## src/rtl/panel_seq_pkg.sv

```systemverilog
package panel_seq_pkg;

    localparam int BYTE_W      = 8;
    localparam int INIT_IDX_W  = 6;
    localparam int WIN_WORDS   = 13;
    localparam int WIN_IDX_W   = $clog2(WIN_WORDS);

    typedef enum logic [1:0] {
        E_WORD,
        E_WAIT,
        E_END
    } ent_kind_t;

    typedef struct packed {
        ent_kind_t          kind;
        logic               dc;
        logic [BYTE_W-1:0]  val;
    } rom_ent_t;

    typedef enum logic [2:0] {
        S_IDLE,
        S_RST_LOW,
        S_RST_WAIT,
        S_INIT,
        S_INIT_WAIT,
        S_READY,
        S_WIN
    } seq_state_t;

    // MY bit7, MX bit6, MV bit5, BGR bit3
    function automatic logic [BYTE_W-1:0] access_byte(input logic [1:0] rot,
                                                      input logic bgr);
        logic [BYTE_W-1:0] b;
        unique case (rot)
            2'd0: b = 8'h00;
            2'd1: b = 8'hA0;
            2'd2: b = 8'hC0;
            2'd3: b = 8'h60;
        endcase
        return b | {4'b0000, bgr, 3'b000};
    endfunction

endpackage

```

## src/rtl/tick_timer.sv

```systemverilog
module tick_timer #(
    parameter int UNIT  = 1,
    parameter int CNT_W = 8
) (
    input  logic             clk,
    input  logic             rst_n,
    input  logic             load,
    input  logic [CNT_W-1:0] count,
    output logic             running
);
    localparam int SUB_W = (UNIT > 1) ? $clog2(UNIT) : 1;
    localparam logic [SUB_W-1:0] SUB_TOP = SUB_W'(UNIT - 1);

    logic [CNT_W-1:0] left;
    logic [SUB_W-1:0] sub;

    // running stays high for count*UNIT cycles after load
    always_ff @(posedge clk) begin
        if (!rst_n) begin
            running <= 1'b0;
            left    <= '0;
            sub     <= '0;
        end else if (load) begin
            left    <= count;
            sub     <= SUB_TOP;
            running <= (count != '0);
        end else if (running) begin
            if (sub == '0) begin
                if (left == CNT_W'(1)) begin
                    running <= 1'b0;
                end else begin
                    left <= left - 1'b1;
                    sub  <= SUB_TOP;
                end
            end else begin
                sub <= sub - 1'b1;
            end
        end
    end
endmodule

```

## src/rtl/init_rom.sv

```systemverilog
module init_rom
    import panel_seq_pkg::*;
(
    input  logic [INIT_IDX_W-1:0] idx,
    output rom_ent_t              ent
);
    function automatic rom_ent_t cmd(input logic [BYTE_W-1:0] v);
        return '{kind: E_WORD, dc: 1'b0, val: v};
    endfunction
    function automatic rom_ent_t prm(input logic [BYTE_W-1:0] v);
        return '{kind: E_WORD, dc: 1'b1, val: v};
    endfunction
    function automatic rom_ent_t pause(input logic [BYTE_W-1:0] ms);
        return '{kind: E_WAIT, dc: 1'b0, val: ms};
    endfunction

    always_comb begin
        case (idx)
            6'd0:  ent = cmd(8'hC1);
            6'd1:  ent = prm(8'hFF);
            6'd2:  ent = prm(8'h83);
            6'd3:  ent = prm(8'h40);
            6'd4:  ent = cmd(8'h11);
            6'd5:  ent = pause(8'd150);
            6'd6:  ent = cmd(8'hCA);
            6'd7:  ent = prm(8'h70);
            6'd8:  ent = prm(8'h00);
            6'd9:  ent = prm(8'hD9);
            6'd10: ent = cmd(8'hB0);
            6'd11: ent = prm(8'h01);
            6'd12: ent = prm(8'h11);
            6'd13: ent = cmd(8'hC9);
            6'd14: ent = prm(8'h90);
            6'd15: ent = prm(8'h49);
            6'd16: ent = prm(8'h10);
            6'd17: ent = prm(8'h28);
            6'd18: ent = prm(8'h28);
            6'd19: ent = prm(8'h10);
            6'd20: ent = prm(8'h00);
            6'd21: ent = prm(8'h06);
            6'd22: ent = pause(8'd20);
            6'd23: ent = cmd(8'hB5);
            6'd24: ent = prm(8'h35);
            6'd25: ent = prm(8'h20);
            6'd26: ent = prm(8'h45);
            6'd27: ent = cmd(8'hB4);
            6'd28: ent = prm(8'h33);
            6'd29: ent = prm(8'h25);
            6'd30: ent = prm(8'h4C);
            6'd31: ent = pause(8'd10);
            6'd32: ent = cmd(8'h3A);
            6'd33: ent = prm(8'h05);
            6'd34: ent = cmd(8'h29);
            6'd35: ent = pause(8'd10);
            default: ent = '{kind: E_END, dc: 1'b0, val: 8'h00};
        endcase
    end
endmodule

```

## src/rtl/panel_init_seq.sv

```systemverilog
module panel_init_seq
    import panel_seq_pkg::*;
#(
    parameter int CLK_PER_MS  = 50000,
    parameter int RST_LOW_CYC = 500,
    parameter int BOOT_MS     = 120,
    parameter int MS_W        = 8
) (
    input  logic              clk,
    input  logic              rst_n,
    input  logic              start,
    input  logic [1:0]        rot,
    input  logic              bgr,
    input  logic [BYTE_W-1:0] xs,
    input  logic [BYTE_W-1:0] ys,
    input  logic [BYTE_W-1:0] xe,
    input  logic [BYTE_W-1:0] ye,
    input  logic              win_req,
    input  logic              wd_ready,
    output logic              lcd_rst_n,
    output logic              wd_valid,
    output logic              wd_dc,
    output logic [BYTE_W-1:0] wd_byte,
    output logic              busy,
    output logic              done
);
    localparam int RST_W = $clog2(RST_LOW_CYC + 1);
    localparam logic [WIN_IDX_W-1:0] WIN_LAST = WIN_IDX_W'(WIN_WORDS - 1);

    seq_state_t state, nxt;

    logic [INIT_IDX_W-1:0] idx;
    logic [WIN_IDX_W-1:0]  widx;
    rom_ent_t              ent;
    logic                  pin_q;
    logic [BYTE_W-1:0]     mad_q, xs_q, ys_q, xe_q, ye_q;
    logic                  rst_load, rst_run, ms_load, ms_run;
    logic [MS_W-1:0]       ms_cnt;
    logic                  acc;
    logic                  win_dc;
    logic [BYTE_W-1:0]     win_b;

    init_rom u_rom (.idx(idx), .ent(ent));

    tick_timer #(.UNIT(1), .CNT_W(RST_W)) u_rst_tmr (
        .clk(clk), .rst_n(rst_n), .load(rst_load),
        .count(RST_W'(RST_LOW_CYC)), .running(rst_run)
    );

    tick_timer #(.UNIT(CLK_PER_MS), .CNT_W(MS_W)) u_ms_tmr (
        .clk(clk), .rst_n(rst_n), .load(ms_load),
        .count(ms_cnt), .running(ms_run)
    );

    assign acc       = wd_valid && wd_ready;
    assign lcd_rst_n = pin_q;
    assign rst_load  = (state == S_IDLE) && start;
    assign ms_load   = ((state == S_RST_LOW) && !rst_run) ||
                       ((state == S_INIT) && (ent.kind == E_WAIT));
    assign ms_cnt    = (state == S_RST_LOW) ? MS_W'(BOOT_MS) : MS_W'(ent.val);

    // window word table
    always_comb begin
        win_dc = 1'b1;
        case (widx)
            4'd0:    begin win_dc = 1'b0; win_b = 8'h36; end
            4'd1:    win_b = mad_q;
            4'd2:    begin win_dc = 1'b0; win_b = 8'h2A; end
            4'd4:    win_b = xs_q;
            4'd6:    win_b = xe_q;
            4'd7:    begin win_dc = 1'b0; win_b = 8'h2B; end
            4'd9:    win_b = ys_q;
            4'd11:   win_b = ye_q;
            4'd12:   begin win_dc = 1'b0; win_b = 8'h2C; end
            default: win_b = 8'h00;
        endcase
    end

    // state register
    always_ff @(posedge clk) begin
        if (!rst_n) state <= S_IDLE;
        else        state <= nxt;
    end

    // transitions
    always_comb begin
        nxt = state;
        unique case (state)
            S_IDLE:      if (start) nxt = S_RST_LOW;
            S_RST_LOW:   if (!rst_run) nxt = S_RST_WAIT;
            S_RST_WAIT:  if (!ms_run) nxt = S_INIT;
            S_INIT: begin
                if (ent.kind == E_WAIT)     nxt = S_INIT_WAIT;
                else if (ent.kind == E_END) nxt = S_READY;
            end
            S_INIT_WAIT: if (!ms_run) nxt = S_INIT;
            S_READY:     if (win_req) nxt = S_WIN;
            S_WIN:       if (acc && (widx == WIN_LAST)) nxt = S_READY;
            default:     nxt = S_IDLE;
        endcase
    end

    // datapath registers
    always_ff @(posedge clk) begin
        if (!rst_n) begin
            idx   <= '0;
            widx  <= '0;
            pin_q <= 1'b1;
            mad_q <= '0;
            xs_q  <= '0;
            ys_q  <= '0;
            xe_q  <= '0;
            ye_q  <= '0;
        end else begin
            if (state == S_IDLE) begin
                idx <= '0;
                if (start) pin_q <= 1'b0;
            end
            if ((state == S_RST_LOW) && !rst_run) pin_q <= 1'b1;
            if ((state == S_INIT) &&
                (((ent.kind == E_WORD) && acc) || (ent.kind == E_WAIT)))
                idx <= idx + 1'b1;
            if ((state == S_READY) && win_req) begin
                widx  <= '0;
                mad_q <= access_byte(rot, bgr);
                xs_q  <= xs;
                ys_q  <= ys;
                xe_q  <= xe;
                ye_q  <= ye;
            end
            if ((state == S_WIN) && acc) widx <= widx + 1'b1;
        end
    end

    // outputs
    always_comb begin
        wd_valid = 1'b0;
        wd_dc    = 1'b0;
        wd_byte  = '0;
        busy     = 1'b0;
        done     = 1'b0;
        unique case (state)
            S_IDLE: ;
            S_RST_LOW, S_RST_WAIT, S_INIT_WAIT: busy = 1'b1;
            S_INIT: begin
                busy     = 1'b1;
                wd_valid = (ent.kind == E_WORD);
                wd_dc    = ent.dc;
                wd_byte  = ent.val;
            end
            S_READY: done = 1'b1;
            S_WIN: begin
                busy     = 1'b1;
                wd_valid = 1'b1;
                wd_dc    = win_dc;
                wd_byte  = win_b;
            end
            default: ;
        endcase
    end
endmodule

```

## config.mk

```make
export PLATFORM = sky130hd
export DESIGN_NAME = panel_init_seq
export DESIGN_NICKNAME = d
export VERILOG_FILES = /design/src/rtl/panel_seq_pkg.sv /design/src/rtl/tick_timer.sv /design/src/rtl/init_rom.sv /design/src/rtl/panel_init_seq.sv
export SDC_FILE = /design/constraint.sdc
export NUM_CORES = 1
export LEC_CHECK = 0
export ABC_AREA = 1
export BUFFER_PORTS_ARGS = -buffer_cell sky130_fd_sc_hd__buf_2
export CAP_MARGIN = 25
export CORE_AREA = 3 3 118 120
export DETAILED_ROUTE_END_ITERATION = 6
export DIE_AREA = 0 0 121 123
export GPL_TIMING_DRIVEN = 0
export PLACE_DENSITY = 0.63
export SLEW_MARGIN = 20
export SYNTH_ARGS = -nofsm -noshare
export SYNTH_HDL_FRONTEND = slang
export SYNTH_SLANG_ARGS = --single-unit
```

## constraint.sdc

```tcl
create_clock -name clk -period 3.4 [get_ports clk]
set_input_delay 0.34 -clock clk [delete_from_list [all_inputs] [get_ports clk]]
set_output_delay 0.34 -clock clk [all_outputs]
set_load 0.005 [all_outputs]
```

==> run summary <==
dominant cell type by area after synthesis = dfxtp_1
largest family of logic cells by synthesized area = simple AND/OR/NAND/NOR gates
Residual DRC = 2
Mapped Cells = 815
Least-Margin Pin Slew = 0.6911 ns
crit path max-delay cell type = dfxtp_1
clock share of power = 0.233
worst vdd ir = 0.2923 mV
setup ws final = 0.6864 ns
CTS HTree Levels = 3
crit path kind = reg2reg
Cell Area, Synth = 5625 µm²
worst-case clock skew = 0.009082 ns
Crit path top cell by count = nand2_1
Synth area leaders = dfxtp_1 (34%), nand2_1 (10%), inv_1 (8.3%)
pre-CTS setup slack = 0.3890 ns
count of state elements after synthesis = 96
max incr delay on CP = 0.51 ns
Post-Synth XOR/XNOR Area = 0.01401
post-synth top area share = 0.3416
Total GRT Usage = 0.2076
adder-cell share of the synthesized area = 0.05338
number of global-route vias before repair = 5145
Avg Synthesized Cell Area = 6.902 µm²
prevailing post-synth register cell = dfxtp_1
die area = 14880 µm²
postcts setup bufs = 0
flop2flop setup slack = 0.69 ns
overflow left after global routing = 0
crit path DAT = 2.96 ns
Sw Ratio = 0.4138
initial antenna violation count = 0
via count = 5396
outcome = finished, violations left
CP Cell Sequence = nand2_2 -> nor2_8 -> nand3_4 -> nand2_4 -> nand2_1 -> nand2_1 -> nand2_1 -> inv_1 -> nand2_1 -> ha_1 -> inv_1 -> nand3_1 -> nand3_1 -> nand2_1 -> nand2_1 -> nand2_1 -> nand2_1 -> nand2_1
routability cong. = 0.9405
Worst Path Required = 3.65 ns
Max Cap Viol = 0
Layout area overhead = 13.68%
area share of and/or/nand/nor cells after synthesis = 0.2887
setup TNS = 0 ns
placed wire-length estimate = 11270 µm
starting density of the core = 0.4299
port bufs = 51
sw power = 0.001818 W
Seq/Total Area, Yosys = 0.3416
Slew Limit Headroom = 0.5393
final slew viol count = 0
Crit path depth = 18
worst skew pair latency = 0.35 ns
deepest clock path buffer count = 2
Sequential Power Share = 0.345
Resized cells post-CTS = 0
combinational power share = 0.422
multiplexer share of the synthesized area = 0.001779
I/O Pins = 53
routed vias/inst = 5.105
Worst R2R End = u_rom.ent[2]
Clk pin slew, worst setup/hold paths = 0.07 ns
crit path launch = state[0]
drt wl/cell = 13.97 µm
Tcrit/Tclk final = 0.7981
Placement Rows = 42
Die Y = 123 µm
CTS Sinks = 96
Internal Pwr Total = 0.002575 W
FF-to-FF Start = state[0]
complex-gate fraction of the synthesized area = 0.1897
delay-heaviest family, CP = simple AND/OR/NAND/NOR gates
CP Max Fanout = 7
Core Area = 13090 µm²
fin util = 0.4887
final net count = 941
1st-iter DRT viols = 391
failing checks = DRC
Critical Path End Type = flip-flop
Fin. Hold Viols = 0
n_diodes = 0
Worst Reg-to-Reg Cells = 18
Synthesized Nets = 879
drt first pass iters = 7
first-pass GRT wire length = 24670 µm
largest net degree at the start of global routing = 17
WP buf/inv = 2
unrepaired setup endpoints after global routing = no
DIE WIDTH = 121 µm
pwr/cell area = 687.0 nW/µm²
Worst setup SP type = flip-flop
min cycle time layout = 2.714 ns
hold bufs inserted after CTS = 0
CTS tree = built
Async S/R FF share, synth = 0
Antenna Nets Post-Route = 0
synth unique cells = 47
WHS = 0.2609 ns
final wirelength = 14770 µm
fmax = 368.5 MHz
hold crit path type = in2reg
count of warnings emitted by yosys = 0
P_leak = 2.897 nW
layout cells sized above 1 = 0.1260
Root Driver = clkbuf_16
Inserted Clock Buffers = 9
Final Setup Violations = 0
critical path capture point = u_rom.ent[2]
Post-synth EDFFs = 0
[synthesized netlist by cell type (all sizes together), types with 2 or more instances]
cell type / count
o22ai: 18
nor3: 16
nor2: 72
xor2: 7
o211ai: 3
a31oi: 4
nor4: 2
inv: 127
nand2: 164
o31ai: 2
clkbuf: 15
a21oi: 72
nand3: 77
nand4: 11
o21bai: 2
buf: 11
ha: 24
xnor2: 2
dfxtp: 96
o221ai: 3
nor3b: 3
o21a: 3
o21ai: 65
a211oi: 10
[how the worst min path moves through the flow]
| stage | from | end | slack (ns) | cells past startpoint |
|---|---|---|---|---|
| 2_1_floorplan | ys_q[0] | ys_q[0] | 0.42 | 2 |
| 3_3_place_gp | lcd_rst_n | lcd_rst_n | 0.44 | 2 |
| 3_5_place_dp | lcd_rst_n | lcd_rst_n | 0.44 | 2 |
| 4_1_cts | xe[1] | xe_q[1] | 0.25 | 3 |
| 5_1_grt | xs[1] | xs_q[1] | 0.26 | 3 |
| 6_report | xs[7] | xs_q[7] | 0.26 | 3 |
[kinds of logic after synthesis]
group | count (synthesis)
buffers and inverters | 153
muxes | 1
and+or+nand+nor | 346
DFF | 96
adders and majority gates | 24
xor gates and xnor gates | 9
AOI/OAI and AO/OA | 186
[layout make-up]
| class | instances | area [µm²] |
|---|---|---|
| clock inverter | 6 | 68.82 |
| tap | 176 | 220.2 |
| timing repair buffer | 51 | 255.2 |
| fill | 1391 | 6690 |
| multi-input combinational | 566 | 3080 |
| inverter | 127 | 476.7 |
| clock buffer | 9 | 225.2 |
| sequential | 96 | 1922 |
| buffer | 26 | 146.4 |
[layout by cell type, fill, tap and decap left out, types with 7 or more instances in the layout]
| cell | Yosys | routed |
|---|---|---|
| nand2_1 | 150 | 150 |
| inv_1 | 124 | 124 |
| dfxtp_1 | 96 | 96 |
| nand3_1 | 74 | 74 |
| nor2_1 | 69 | 69 |
| a21oi_1 | 68 | 68 |
| o21ai_0 | 59 | 59 |
| buf_2 | 3 | 54 |
| ha_1 | 24 | 24 |
| o22ai_1 | 18 | 18 |
| clkbuf_1 | 15 | 15 |
| nor3_1 | 13 | 13 |
| a211oi_1 | 10 | 10 |
| nand2_4 | 9 | 9 |
| nand4_1 | 9 | 9 |
| clkbuf_16 | 0 | 9 |
| xor2_1 | 7 | 7 |
[routing by layer]
metal / global-route usage / share of wire / vias to the layer above
met3: 0.03156 / 0.040 / 27
met5: 0 / 0 / -
met1: 0.2817 / 0.49 / 2429
met4: 0.08924 / 0.024 / 0
li1: - / - / 2816
met2: 0.3296 / 0.45 / 124
[worst min-delay path, stage by stage]
cell and delay, ns:
buf_2 0.10, nand3_1 0.07, a21oi_1 0.06
[flip-flops by register name, indices dropped and copies added, names as in the netlist]
signal             flops
u_ms_tmr.sub          16
u_rom.ent             11
u_rst_tmr.left         9
u_ms_tmr.left          8
xe_q                   8
xs_q                   8
ye_q                   8
ys_q                   8
idx                    6
mad_q                  4
widx                   4
state                  3
lcd_rst_n              1
u_ms_tmr.running       1
u_rst_tmr.running      1
[power by group through the flow]
| stage | registers (W) | logic (W) | clock network (W) |
|---|---|---|---|
| 5_1_grt | 0.00154 | 0.00215 | 0.00110 |
| 3_3_place_gp | 0.00153 | 0.00183 | 0 |
| 3_5_place_dp | 0.00153 | 0.00184 | 0 |
| 6_report | 0.00152 | 0.00185 | 0.00102 |
| 2_1_floorplan | 0.00149 | 0.00144 | 0 |
| 4_1_cts | 0.00151 | 0.00185 | 0.00106 |
[stage by stage]
step                      cells  cell area [µm²]  total power (W)
after global placement     1042             6101         0.003364
after global routing       1057             6395         0.004790
after detailed placement   1042             6101         0.003372
after floorplan             815             5625         0.002933
final                      1057             6395         0.004393
after CTS                  1057             6395         0.004420
(Power assumes the default switching activity.)
